File: src/rtl/baud_tick_pkg.sv
package baud_tick_pkg;

  // strobes from control to datapath
  typedef struct packed {
    logic hold;      // generator stopped: hold/load counters
    logic step;      // prescaler expired this cycle
    logic wrAccept;  // reload write taken this cycle
  } bgStrobe_t;

  function automatic int maxOf(input int a, input int b);
    return (a > b) ? a : b;
  endfunction

endpackage

File: src/rtl/baud_tick_ctrl.sv
module baud_tick_ctrl
  import baud_tick_pkg::*;
#(
  parameter int PRESC_LO = 2,
  parameter int PRESC_HI = 3
) (
  input  logic      clk,
  input  logic      rstN,
  input  logic      runEn,
  input  logic      prescSel,
  input  logic      fracEn,
  input  logic      reloadWr,
  output bgStrobe_t strobes
);

  localparam int PRESC_MAX = maxOf(PRESC_LO, PRESC_HI);
  localparam int PW = (PRESC_MAX > 2) ? $clog2(PRESC_MAX) : 1;
  localparam logic [PW-1:0] LIM_LO = PW'(PRESC_LO - 1);
  localparam logic [PW-1:0] LIM_HI = PW'(PRESC_HI - 1);

  logic          selQ;
  logic [PW-1:0] prescCnt;
  logic [PW-1:0] prescLim;
  logic          prescHit;

  // the integer path is always taken; the fractional enable is not consulted
  logic unusedFrac;
  assign unusedFrac = fracEn;

  // select captured only while stopped
  always_ff @(posedge clk) begin
    if (!rstN) selQ <= 1'b0;
    else if (!runEn) selQ <= prescSel;
  end

  generate
    if (PRESC_LO == PRESC_HI) begin : g_fixedDiv
      assign prescLim = LIM_LO;
    end else begin : g_selDiv
      assign prescLim = selQ ? LIM_HI : LIM_LO;
    end
  endgenerate

  assign prescHit = (prescCnt == prescLim);

  always_ff @(posedge clk) begin
    if (!rstN || !runEn) prescCnt <= '0;
    else if (prescHit) prescCnt <= '0;
    else prescCnt <= prescCnt + 1'b1;
  end

  always_comb begin
    strobes.hold     = !runEn;
    strobes.step     = runEn && prescHit;
    strobes.wrAccept = reloadWr && !runEn;
  end

endmodule

File: src/rtl/baud_tick_dp.sv
module baud_tick_dp
  import baud_tick_pkg::*;
#(
  parameter int RELOAD_W  = 13,
  parameter int OVS_RATIO = 16
) (
  input  logic                clk,
  input  logic                rstN,
  input  bgStrobe_t           strobes,
  input  logic [RELOAD_W-1:0] reloadIn,
  output logic                ovsTick,
  output logic                bitTick
);

  localparam int OW = (OVS_RATIO > 2) ? $clog2(OVS_RATIO) : 1;
  localparam logic [OW-1:0] OVS_LAST = OW'(OVS_RATIO - 1);

  logic [RELOAD_W-1:0] reloadQ;
  logic [RELOAD_W-1:0] downCnt;
  logic [OW-1:0]       ovsCnt;
  logic                wrap;

  assign wrap = strobes.step && (downCnt == '0);

  always_ff @(posedge clk) begin
    if (!rstN) reloadQ <= '0;
    else if (strobes.wrAccept) reloadQ <= reloadIn;
  end

  // counter follows the reload while stopped so that run starts from it
  always_ff @(posedge clk) begin
    if (!rstN) downCnt <= '0;
    else if (strobes.hold) downCnt <= strobes.wrAccept ? reloadIn : reloadQ;
    else if (wrap) downCnt <= reloadQ;
    else if (strobes.step) downCnt <= downCnt - 1'b1;
  end

  always_ff @(posedge clk) begin
    if (!rstN || strobes.hold) ovsCnt <= '0;
    else if (wrap) ovsCnt <= (ovsCnt == OVS_LAST) ? '0 : ovsCnt + 1'b1;
  end

  always_ff @(posedge clk) begin
    if (!rstN) begin
      ovsTick <= 1'b0;
      bitTick <= 1'b0;
    end else begin
      ovsTick <= wrap;
      bitTick <= wrap && (ovsCnt == OVS_LAST);
    end
  end

endmodule

File: src/rtl/baud_tick_gen.sv
module baud_tick_gen
  import baud_tick_pkg::*;
#(
  parameter int RELOAD_W  = 13,
  parameter int PRESC_LO  = 2,
  parameter int PRESC_HI  = 3,
  parameter int OVS_RATIO = 16
) (
  input  logic                clk,
  input  logic                rstN,
  input  logic                runEn,
  input  logic                prescSel,
  input  logic                fracEn,
  input  logic                reloadWr,
  input  logic [RELOAD_W-1:0] reloadIn,
  output logic                ovsTick,
  output logic                bitTick
);

  bgStrobe_t strobes;

  baud_tick_ctrl #(.PRESC_LO(PRESC_LO), .PRESC_HI(PRESC_HI)) u_ctrl (
    .clk(clk), .rstN(rstN), .runEn(runEn), .prescSel(prescSel),
    .fracEn(fracEn), .reloadWr(reloadWr), .strobes(strobes)
  );

  baud_tick_dp #(.RELOAD_W(RELOAD_W), .OVS_RATIO(OVS_RATIO)) u_dp (
    .clk(clk), .rstN(rstN), .strobes(strobes), .reloadIn(reloadIn),
    .ovsTick(ovsTick), .bitTick(bitTick)
  );

endmodule

File: config.mk
export PLATFORM = sky130hd
export DESIGN_NAME = baud_tick_gen
export DESIGN_NICKNAME = d
export VERILOG_FILES = /design/src/rtl/baud_tick_pkg.sv /design/src/rtl/baud_tick_ctrl.sv /design/src/rtl/baud_tick_dp.sv /design/src/rtl/baud_tick_gen.sv
export SDC_FILE = /design/constraint.sdc
export NUM_CORES = 1
export LEC_CHECK = 0
export BUFFER_PORTS_ARGS = -buffer_cell sky130_fd_sc_hd__clkbuf_2
export CORE_UTILIZATION = 45
export CTS_CLUSTER_DIAMETER = 100
export DETAILED_ROUTE_END_ITERATION = 10
export HOLD_SLACK_MARGIN = 0.05
export PLACE_DENSITY_LB_ADDON = 0.25
export SYNTH_ARGS = -nofsm -noshare
export SYNTH_HDL_FRONTEND = slang
export SYNTH_SLANG_ARGS = --single-unit
File: constraint.sdc
create_clock -name clk -period 2 [get_ports clk]
set_input_delay 0.2 -clock clk [delete_from_list [all_inputs] [get_ports clk]]
set_output_delay 0.2 -clock clk [all_outputs]
set_load 0.02 [all_outputs]
* Yosys cells after proc, flatten, opt, wreduce, memory -nomap -nowiden
Cells that the tools add are included.
Storage, ports and cells: flip-flop bits (word level) 35, latch bits 0, bits in writable memories 0, bits in read-only memories 0, output and inout port bits 2, word-level logic and storage cells 28, memories 0
Cells by class: add/subtract/negate cells 3, multiply operators 0, div/mod/pow operators 0, magnitude comparators 0, equality and inequality tests 3, shift-type cells 0, mux-type cells 6, bitwise operators 0, reductions and logical operators 9
Operator list (count):
- two-way mux 13 bit | 4
- zero test 13 bit | 1
- subtractor 13 x 1 -> 13 bit, second input constant | 1
- adder 4 x 1 -> 4 bit, second input constant | 1
- == test 4 bit, second input constant | 1
- logical AND 1 bit | 4
- two-way mux 4 bit | 1
- inequality test 3 x 1 -> 1 bit, second input constant | 1
- adder 2 x 1 -> 2 bit, second input constant | 1
- == test 2 bit | 1
- zero test 1 bit | 2
- two-way mux 2 bit | 1
- OR reduction 2 bit | 1
- logical OR 1 bit | 1

* Logic depth before layout (Yosys ltp)
Gate-level depths: netlist of the first run.
word-level depth 6, mapped depth 7

* Hierarchy
Synthesis of the first run repeated with hierarchy kept, for this count alone.
Unflattened totals: cells, all modules 215, area total of the unflattened synthesis 1854.3 um^2
Modules (own cells, without submodules):
- baud_tick_dp | instances 1, cells each 200, area each 1714.1 um^2
- baud_tick_ctrl | instances 1, cells each 15, area each 140.1 um^2

* Worst setup path before layout of the first run
No wires, ideal clock.
kind register to register, start point register u_dp.downCnt[0], end point register u_dp.downCnt[10], setup time 0.134 ns, arrival 1.678 ns, required time 1.866 ns, slack 0.189 ns, stages on the path, launching flop included 7, cells stage by stage dfxtp_1 inv_1 ha_1 or4b_1 or4_1 mux2i_1 o22ai_1
On the way: word-level cells in the longest chain between the ends 4, elaborated cells on any way between the ends 7, those cells by class add/sub (1); eq/ne (1); mux (3); reduce/logical (2)
RTL lines:
- start: declaration | line baud_tick_dp.sv:19 | logic [RELOAD_W-1:0] downCnt;
- start signal: assignment | line baud_tick_dp.sv:33 | else if (strobes.hold) downCnt <= strobes.wrAccept ? reloadIn : reloadQ;
- start signal: assignment | line baud_tick_dp.sv:34 | else if (wrap) downCnt <= reloadQ;
- start signal: assignment | line baud_tick_dp.sv:35 | else if (strobes.step) downCnt <= downCnt - 1'b1;
- subtractor 13 x 1 -> 13 bit / zero test 13 bit (equally long branches) | line baud_tick_dp.sv:35, baud_tick_dp.sv:23
- two-way mux 13 bit / logical AND 1 bit (equally long branches) | line baud_tick_dp.sv:35, baud_tick_dp.sv:23
- two-way mux 13 bit | line baud_tick_dp.sv:34
- two-way mux 13 bit | line baud_tick_dp.sv:33
Several ways; a longest one is shown, not always the timed one. The select of a mux whose other input is x is not followed. A chain may end at the register's enable or synchronous reset.

* Worst setup path after layout of the first run
Ends and elaborated chain as after synthesis.

==> results of run 1 <==
==> how the worst min path moves through the flow <==
stage                      endpoint  cells past startpoint
floorplan           u_dp.reloadQ[4]                      2
detailed placement      u_ctrl.selQ                      3
CTS                 u_dp.reloadQ[0]                      3
finish              u_dp.reloadQ[0]                      3
global placement        u_ctrl.selQ                      3
global route        u_dp.reloadQ[0]                      3
==> power groups by stage <==
stage               Combinational, mW  Clock [mW]  Sequential [mW]
floorplan                       0.267           0            0.777
global placement                0.359           0            0.786
detailed placement              0.363           0            0.786
CTS                             0.367       0.502            0.771
global route                    0.413       0.532            0.777
finish                          0.370       0.492            0.772
==> final cells by class <==
cell class,instances,area share (%)
multi-input combinational,173,51.4
sequential,35,32.9
timing repair buffer,30,8.34
clock buffer,7,3.58
tap,48,2.82
inverter,4,0.705
clock inverter,1,0.235
==> per-stage QoR <==
step | instances | cell area (µm²) | util (%) | total power, mW | setup slack (ns)
finish | 298 | 2130 | 56.1 | 1.63 | 0.117
global route | 298 | 2130 | 56.1 | 1.72 | 0.000722
CTS | 298 | 2120 | 55.8 | 1.64 | 0.0808
detailed placement | 290 | 2040 | 53.6 | 1.15 | 0.102
global placement | 290 | 2040 | 53.6 | 1.14 | 0.122
floorplan | 227 | 1860 | - | 1.04 | 0.189
==> kinds of logic after synthesis <==
logic type / share of synthesized area (%)
adder cells (fa/ha/maj): 1.35
flip-flops: 37.7
AO/OA/AOI/OAI: 18.7
buffers and inverters: 3.97
XOR/XNOR: 3.30
AND/OR/NAND/NOR: 26.4
multiplexers: 8.62
==> state kept, by name, summed over array words and instances, names as in the netlist <==
register         count
u_dp.downCnt        13
u_dp.reloadQ        13
u_dp.ovsTick         1
u_ctrl.prescCnt      2
u_ctrl.selQ          1
u_dp.ovsCnt          4
u_dp.bitTick         1
==> cell usage in the layout (no fill, tap or decap), types with 2 or more instances in the layout <==
cell,netlist,final
a21oi_1,31,31
a31oi_1,2,2
buf_4,0,11
clkbuf_1,10,2
clkbuf_2,0,19
clkbuf_8,0,5
dfxtp_1,35,35
inv_1,4,4
mux2i_1,16,16
nand2_1,26,26
nand3_1,7,7
nand4_1,4,4
nor2_1,22,22
nor3_1,5,5
nor3b_1,3,3
nor4_1,4,4
o211ai_1,4,4
o21a_1,2,2
o21ai_0,4,4
o221ai_1,2,2
o22ai_1,3,3
o32ai_1,4,4
or3_1,4,4
or4_1,2,2
xnor2_1,5,5
xor2_1,2,2
==> routing by layer <==
layer | share of wire (%) | routed length, µm | GRT usage [%]
met1 | 47 | 2040 | 27.3
met4 | 1.6 | 70 | 7.45
met2 | 47 | 2030 | 37.0
met3 | 3.8 | 162 | 5.17
met5 | 0 | 0 | 0
==> worst min-delay path, cell delays in order <==
cell and delay (ns):
clkbuf_2 0.09, nand2_1 0.05, a21oi_1 0.05
==> timing repair <==
| item | in CTS | in global routing |
|---|---|---|
| endpoints found under the setup margin | 0 | 2 |
| hold endpoints to repair | 0 | 0 |
| gates resized for setup | 0 | 2 |
==> results.md, run 1 <==
- Status: completed
- Mean Syn Cell Area: 8.19 µm²
- Nature of the critical path startpoint: register
- Number of buffers added on ports: 19
- Critical path arrival: 2.05 ns
- Core Box Area: 3800 µm²
- Cell Area, Synth: 1860 µm²
- Initial DRT Pass Iterations: 5
- Rel. slew slack: 63.7%
- P_leak: 0.844 nW
- Chip width: 66.3 µm
- Grt ovf: 0
- Worst-skew pair later-pin latency: 0.28 ns
- Crit path buffers/inverters: 1
- Hold slack: 0.141 ns
- Fill cells: 378
- Share of the synthesized area in the top cell type: 37.7%
- Total Wirelength: 4300 µm
- H-tree levels: 2
- Residual DRC: 0
- Cell count after synthesis: 227
- Top delay family on crit path: simple AND/OR/NAND/NOR gates
- Antenna Cells: 0
- CP startpoint: u_dp.downCnt[0]
- CTS Hold Buffers Added: 0
- Seq/Total Area, Yosys: 37.7%
- Fin. max-slew vios: 0
- EDFF count, synth: 0
- MaxCap Viol Count: 0
- NetSw: 0.489 mW
- FF/Latch Area: 701 µm²
- Crit. End Element: register
- Share of power burned in registers: 47.2%
- Critical Path RT: 2.17 ns
- Worst Max-Slew Pin Slew: 0.539 ns
- RSZ-0062 raised after global routing: no
- Period utilisation layout: 94.1%
- Initial antenna violation count: 0
- Top cells by count, synth: dfxtp_1, a21oi_1, nand2_1, nor2_1, mux2i_1
- Vias per cell: 5.72
- Crit-path slowest cell: or4b_1
- CTS tree: built
- R2r setup slk: 0.12 ns
- RePlAce Congestion: 0.876
- HPWL after DPL: 3070 µm
- Multi-input logic area: 1100 µm²
- # rows: 22
- Pwr Density: 767 nW/µm²
- Peak VDD IR: 0.454 mV
- Reg clk slew, reported paths: 0.07 ns
- Most frequent cell after synthesis: dfxtp_1
- Yosys top cell by area: dfxtp_1
- Vias: 1705
- Layout cells sized above 1: 17.6%
- Worst path max stage delay: 0.44 ns
- Yosys cell types: 45
- Worst Hold Class: in -> reg
- Initial Util: 48.9%
- Setup TNS: 0 ns
- Clock Sinks: 35
- First-pass GRT wire length: 7260 µm
- Clock Power Share: 30.1%
- Number of global-route vias before repair: 1603
- R2R depth: 6
- Crit Path Max Fanout: 5
- Asr flop ratio synth: 0%
- Crit Path Category: reg -> reg
- Sw Ratio: 29.9%
- Area grow syn2layout: 14.7%
- Minimum clock period: 1.88 ns
- Die area: 4390 µm²
- Largest net degree at the start of global routing: 19
- Prevailing post-synth register cell: dfxtp_1
- Reg-to-Reg Start: u_dp.downCnt[0]
- Worst-case clock buffer depth: 2
- Die Y: 66.3 µm
- Pint: 1.15 mW
- Critical path, cell by cell: inv_1, ha_4, or4b_1, or4_1, mux2i_1, o22ai_1
- Fmax: 0.531 GHz
- Top post-synthesis cells by area: dfxtp_1, mux2i_1, a21oi_1, nand2_1, nor2_1
- Routed Antenna Nets: 0
- Comb power frac: 22.6%
- Post-CTS setup buffer count: 0
- Syn Nets: 248
- # IOs: 21
- Drt wl/cell: 14.4 µm
- Synth Warn #: 0
- Root Driver: clkbuf_8
- Fin. Hold Viols: 0
- Number of CTS-inserted buffers: 5
- Critical hold path startpoint: reloadIn[0]
- Drt initial violations: 97
- Critical path endpoint: u_dp.downCnt[10]
- Final #Nets: 270
- Yosys reg bits: 35
- Skew final: 0.00424 ns
- GRT Overall Usage: 22.0%
- Worst path depth: 6
- Final-report setup violation count: 0
- RR Endpoint: u_dp.downCnt[10]
Power figures use the tool's default switching activity.
==> run 2, diff against run 1 <==
==> constraint.sdc (replaced) <==
create_clock -name clk -period 1.7 [get_ports clk]
set_input_delay 0.17 -clock clk [delete_from_list [all_inputs] [get_ports clk]]
set_output_delay 0.17 -clock clk [all_outputs]
set_load 0.02 [all_outputs]
==> run 2 against run 1 <==
Effect of this change: non-clock buffer count grew 18; critical path type unchanged; the run now ends with negative setup slack left; sequential share of layout area is 2.8 points lower; via count grew 5.1%; clock power rose by 49%; critical endpoint unchanged; critical path depth is the same; largest power group unchanged; clock skew up 0.0032 ns.
==> results.md, run 2 (synthesis results as in run 1) <==
- Chip width: 66.3 µm
- P_leak: 0.949 nW
- Worst-skew pair later-pin latency: 0.29 ns
- Fin worst setup slack: -0.0808 ns
- FF/Latch Area: 702 µm²
- Final-report setup violation count: 1
- Number of buffers added on ports: 19
- Residual DRC: 0
- Clock Sinks: 35
- H-tree levels: 2
- Critical Path RT: 1.85 ns
- Drt wl/cell: 14.3 µm
- Minimum clock period: 1.78 ns
- Fin. max-slew vios: 0
- Fill cells: 367
- Grt ovf: 0
- Failing checks: negative setup slack
- Top flop regs: u_dp.downCnt x13, u_dp.reloadQ x13, u_dp.ovsCnt x4
- Initial DRT Pass Iterations: 4
- Core Box Area: 3800 µm²
- # rows: 22
- CTS tree: built
- Final #Nets: 288
- Die Y: 66.3 µm
- R2r setup slk: -0.08 ns
- RePlAce Congestion: 0.851
- Critical path arrival: 1.93 ns
- Hold EP: u_dp.reloadQ[8]
- Hold slack: 0.108 ns
- Commonest cells after routing, fill and taps aside: dfxtp_1, a21oi_1, buf_4
- CTS Hold Buffers Added: 0
- Grt peak-use layer: met2
- Root Driver: clkbuf_8
- Grt met1 use: 28.9%
- Pwr Density: 944 nW/µm²
- Fin. Hold Viols: 0
- Total Wirelength: 4500 µm
- Fmax: 0.562 GHz
- Antenna Cells: 0
- Crit Path Max Fanout: 3
- Peak VDD IR: 0.669 mV
- Largest net degree at the start of global routing: 21
- R2R depth: 6
- MaxCap Viol Count: 0
- Pwr Total: 2.20 mW
- Hold Path Depth: 3
- Layout cells sized above 1: 27.3%
- Critical hold path startpoint: reloadIn[8]
- Crit. End Element: register
- Rel. slew slack: 55.6%
- # IOs: 21
- Crit Path Category: reg -> reg
- GRT Overall Usage: 22.7%
- Worst-case clock buffer depth: 2
- Grt met3 use: 4.66%
- Reg clk slew, reported paths: 0.07 ns
- Drt initial violations: 95
- Reg-to-Reg Start: u_dp.downCnt[0]
- Final instance area: 2330 µm²
- HPWL after DPL: 3140 µm
- Area grow syn2layout: 25.5%
- Period utilisation layout: 105%
- Die area: 4390 µm²
- Number of CTS-inserted buffers: 5
- Skew final: 0.00743 ns
- Vias per cell: 5.69
- Nature of the critical path startpoint: register
- Vias: 1792
- RR Endpoint: u_dp.downCnt[10]
- Worst Hold Class: in -> reg
- Number of global-route vias before repair: 1623
- Status: finished with violations
- Dpl ws: -0.133 ns
- RSZ-0062 raised after global routing: yes
- Initial antenna violation count: 0
- Worst Max-Slew Pin Slew: 0.665 ns
- Commonest non-fill, non-tap cell in the layout: dfxtp_1
- Routed Antenna Nets: 0
- Placed inst area: 2140 µm²
- Multi-input logic area: 1130 µm²
- Initial Util: 48.9%
- Final core utilization: 61.4%
- First-pass GRT wire length: 7450 µm
- Global routing usage on met2: 36.9%
run 2: cell count changes in the layout (fill, tap and decap cells not counted), moves of 2 or more:
cell and delta:
buf_4 +16, buf_6 +2, inv_1 -2, inv_2 +2
nor2_1 -2, nor2_2 +2, nor4_1 -2, nor4_2 +2
run 2: worst max-delay path: stages, from the launching register on:
cell and delay, ns:
dfxtp_2 0.33, inv_2 0.07, ha_4 0.13, or4b_4 0.45, or4_4 0.42, mux2i_1 0.15
o22ai_1 0.08
run 2: stage by stage:
step                      setup TNS (ns)  instances
after floorplan                  -0.0978        227
after global placement            -0.109        304
after detailed placement          -0.376        304
after CTS                        -0.0856        311
after global routing              -0.268        315
final                            -0.0808        315
run 2: how the worst max path moves through the flow:
stage                          from               end  slack [ns]  cells after the start
finish              u_dp.downCnt[0]  u_dp.downCnt[10]       -0.08                      6
global route        u_dp.downCnt[0]  u_dp.downCnt[10]       -0.12                      6
CTS                 u_dp.downCnt[0]  u_dp.downCnt[10]       -0.09                      6
detailed placement  u_dp.downCnt[0]  u_dp.downCnt[10]       -0.13                      6
global placement    u_dp.downCnt[0]  u_dp.downCnt[10]       -0.09                      6
floorplan           u_dp.downCnt[0]  u_dp.downCnt[10]        -0.1                      6
run 2: what timing repair did:
action | 4_1_cts | 5_1_grt
endpoints found under the hold margin | 0 | 0
setup buffers | 0 | 4
setup endpoints to repair | 11 | 9
pin swaps | 1 | 3
resized for setup | 6 | 9
run 2: layout make-up:
cell class,instances,area share (%)
clock inverter,1,1.29
tap,48,2.58
clock buffer,6,3.11
multi-input combinational,173,48.5
inverter,4,0.644
sequential,35,30.1
timing repair buffer,48,13.7
run 2: per-layer routing:
layer  routed length (µm)  up-vias
li1                     -      907
met1                 2200      841
met2                 2110       37
met3                  146        7
met4                   51        0
met5                    0        -
run 2: power by group:
group	internal [mW]	leakage (nW)	switching [mW]
combinational	0.289	0.611	0.279
clock	0.430	0.0513	0.304
sequential	0.860	0.286	0.0392
total	1.58	0.949	0.622
==> run 3, diff against run 2 <==
--- a/config.mk
+++ b/config.mk
@@ -6,6 +6,7 @@
 export NUM_CORES = 1
 export LEC_CHECK = 0
 export BUFFER_PORTS_ARGS = -buffer_cell sky130_fd_sc_hd__clkbuf_2
+export CORE_MARGIN = 3
 export CORE_UTILIZATION = 45
 export CTS_CLUSTER_DIAMETER = 100
 export DETAILED_ROUTE_END_ITERATION = 10
==> constraint.sdc (replaced) <==
create_clock -name clk -period 1.7 [get_ports clk]
set_input_delay 0.34 -clock clk [delete_from_list [all_inputs] [get_ports clk]]
set_output_delay 0.34 -clock clk [all_outputs]
set_load 0.02 [all_outputs]
==> run 3 against run 2 <==
Effect of this change: sequential share of layout area fell by 0.66 points; routed wire length rose by 4.6%; via count rose by 1.3%; setup slack got worse by 0.042 ns; hold slack improved by 0.17 ns; fmax fell by 2.3%; register-to-register slack got worse by 0.04 ns; count of clock-buffer cells in the layout rose by 1; non-clock buffer count did not move; die area rose by 12%; critical path type unchanged; the run still ends with negative setup slack left; combinational power rose by 5.8%; flip-flop and latch count did not move.
==> results.md, run 3 (synthesis results as in run 1) <==
- Rel. slew slack: 73.4%
- Core Box Area: 3830 µm²
- Worst-case clock buffer depth: 2
- Final instance area: 2380 µm²
- Crit Path Category: reg -> reg
- Initial Util: 48.6%
- Initial DRT Pass Iterations: 4
- Final-report setup violation count: 3
- Grt met3 use: 4.89%
- Status: finished with violations
- R2R depth: 6
- Vias per cell: 5.74
- Largest net degree at the start of global routing: 20
- Reg-to-Reg Start: u_dp.downCnt[0]
- Area grow syn2layout: 28.3%
- Fmax: 0.549 GHz
- MaxCap Viol Count: 0
- Hold Path Depth: 3
- Minimum clock period: 1.82 ns
- Period utilisation layout: 107%
- RSZ-0062 raised after global routing: yes
- P_leak: 0.955 nW
- Skew final: 0.00586 ns
- Crit. End Element: register
- Layout cells sized above 1: 30.6%
- Die Y: 70.3 µm
- First-pass GRT wire length: 7890 µm
- Grt ovf: 0
- Worst-skew pair later-pin latency: 0.29 ns
- Number of CTS-inserted buffers: 5
- CTS tree: built
- Residual DRC: 0
- Failing checks: negative setup slack
- RR Endpoint: u_dp.downCnt[10]
- Reg clk slew, reported paths: 0.07 ns
- Pwr Density: 877 nW/µm²
- GRT Overall Usage: 19.5%
- Nature of the critical path startpoint: register
- Final core utilization: 62.3%
- Placed inst area: 2160 µm²
- Number of buffers added on ports: 19
- Worst Max-Slew Pin Slew: 0.396 ns
- Crit Path Max Fanout: 3
- # IOs: 21
- Die area: 4940 µm²
- Critical hold path startpoint: reloadIn[1]
- Clock Sinks: 35
- Commonest non-fill, non-tap cell in the layout: dfxtp_1
- Antenna Cells: 0
- Grt met1 use: 25.8%
- H-tree levels: 2
- Commonest cells after routing, fill and taps aside: dfxtp_1, a21oi_1, nand2_1
- Critical path arrival: 2.00 ns
- Number of global-route vias before repair: 1732
- Drt wl/cell: 14.9 µm
- Hold EP: u_dp.reloadQ[1]
- Grt peak-use layer: met2
- Fin. Hold Viols: 0
- # rows: 22
- Final #Nets: 288
- Worst Hold Class: in -> reg
- RePlAce Congestion: 0.830
- Initial antenna violation count: 0
- Vias: 1815
- Fin. max-slew vios: 0
- Chip width: 70.3 µm
- Critical Path RT: 1.87 ns
- Top flop regs: u_dp.downCnt x13, u_dp.reloadQ x13, u_dp.ovsCnt x4
- Fin worst setup slack: -0.122 ns
- Global routing usage on met2: 31.1%
- Root Driver: clkbuf_8
- Total Wirelength: 4710 µm
- Routed Antenna Nets: 0
- HPWL after DPL: 3360 µm
- R2r setup slk: -0.12 ns
- Pwr Total: 2.09 mW
- CTS Hold Buffers Added: 0
- Drt initial violations: 69
- Peak VDD IR: 0.481 mV
run 3: cell types whose count changed in the layout (fill, tap and decap cells not counted), moves of 2 or more:
cell,before,now
a21oi_2,0,2
o21ai_0,4,1
buf_4,27,24
buf_6,2,4
a21oi_1,31,29
o21ai_2,0,3
run 3: per-layer routing:
layer	share of wire [%]	vias up
met5	0	-
met4	0.98	0
met3	4.8	5
met2	48	41
met1	46	855
li1	-	914
run 3: cell type report:
cell class                      count  area, µm²
Fill cell                         337       1440
Clock inverter                      1       5.00
Clock buffer                        7       76.3
Multi-Input combinational cell    173       1190
Tap cell                           48       60.1
Timing Repair Buffer               48        335
Sequential cell                    35        702
Inverter                            4       15.0
run 3: metrics by stage:
| step | instances | hold WS [ns] | setup WS, ns | TNS, ns |
|---|---|---|---|---|
| floorplan | 227 | 0.435 | -0.0978 | -0.0978 |
| global placement | 306 | 0.459 | -0.0986 | -0.382 |
| detailed placement | 306 | 0.468 | -0.127 | -0.851 |
| CTS | 315 | 0.273 | -0.0667 | -0.0667 |
| global route | 316 | 0.288 | -0.197 | -0.806 |
| finish | 316 | 0.275 | -0.122 | -0.142 |
run 3: worst max-delay path, cell delays in order (launching register included):
cell and delay (ns):
dfxtp_2 0.33, inv_2 0.07, ha_4 0.14, or4b_4 0.46
or4_4 0.43, mux2i_2 0.18, o22ai_1 0.09
run 3: how the worst max path moves through the flow:
stage                               start          endpoint  slack, ns  cells past startpoint
after floorplan           u_dp.downCnt[0]  u_dp.downCnt[10]       -0.1                      6
after global placement    u_dp.downCnt[0]  u_dp.downCnt[10]       -0.1                      6
after detailed placement  u_dp.downCnt[0]  u_dp.downCnt[10]      -0.13                      6
after CTS                 u_dp.downCnt[0]  u_dp.downCnt[10]      -0.07                      6
after global routing      u_dp.downCnt[0]  u_dp.downCnt[10]      -0.20                      6
final                     u_dp.downCnt[0]  u_dp.downCnt[10]      -0.12                      6
run 3: repair_timing:
item,4_1_cts,5_1_grt
pin swaps,0,7
gates resized for setup,8,26
endpoints found under the setup margin,18,18
buffers inserted,1,1
run 3: where the power goes:
group | total [mW] | switching [mW] | internal [mW]
logic | 0.601 | 0.299 | 0.302
clock network | 0.588 | 0.300 | 0.287
registers | 0.901 | 0.0407 | 0.860
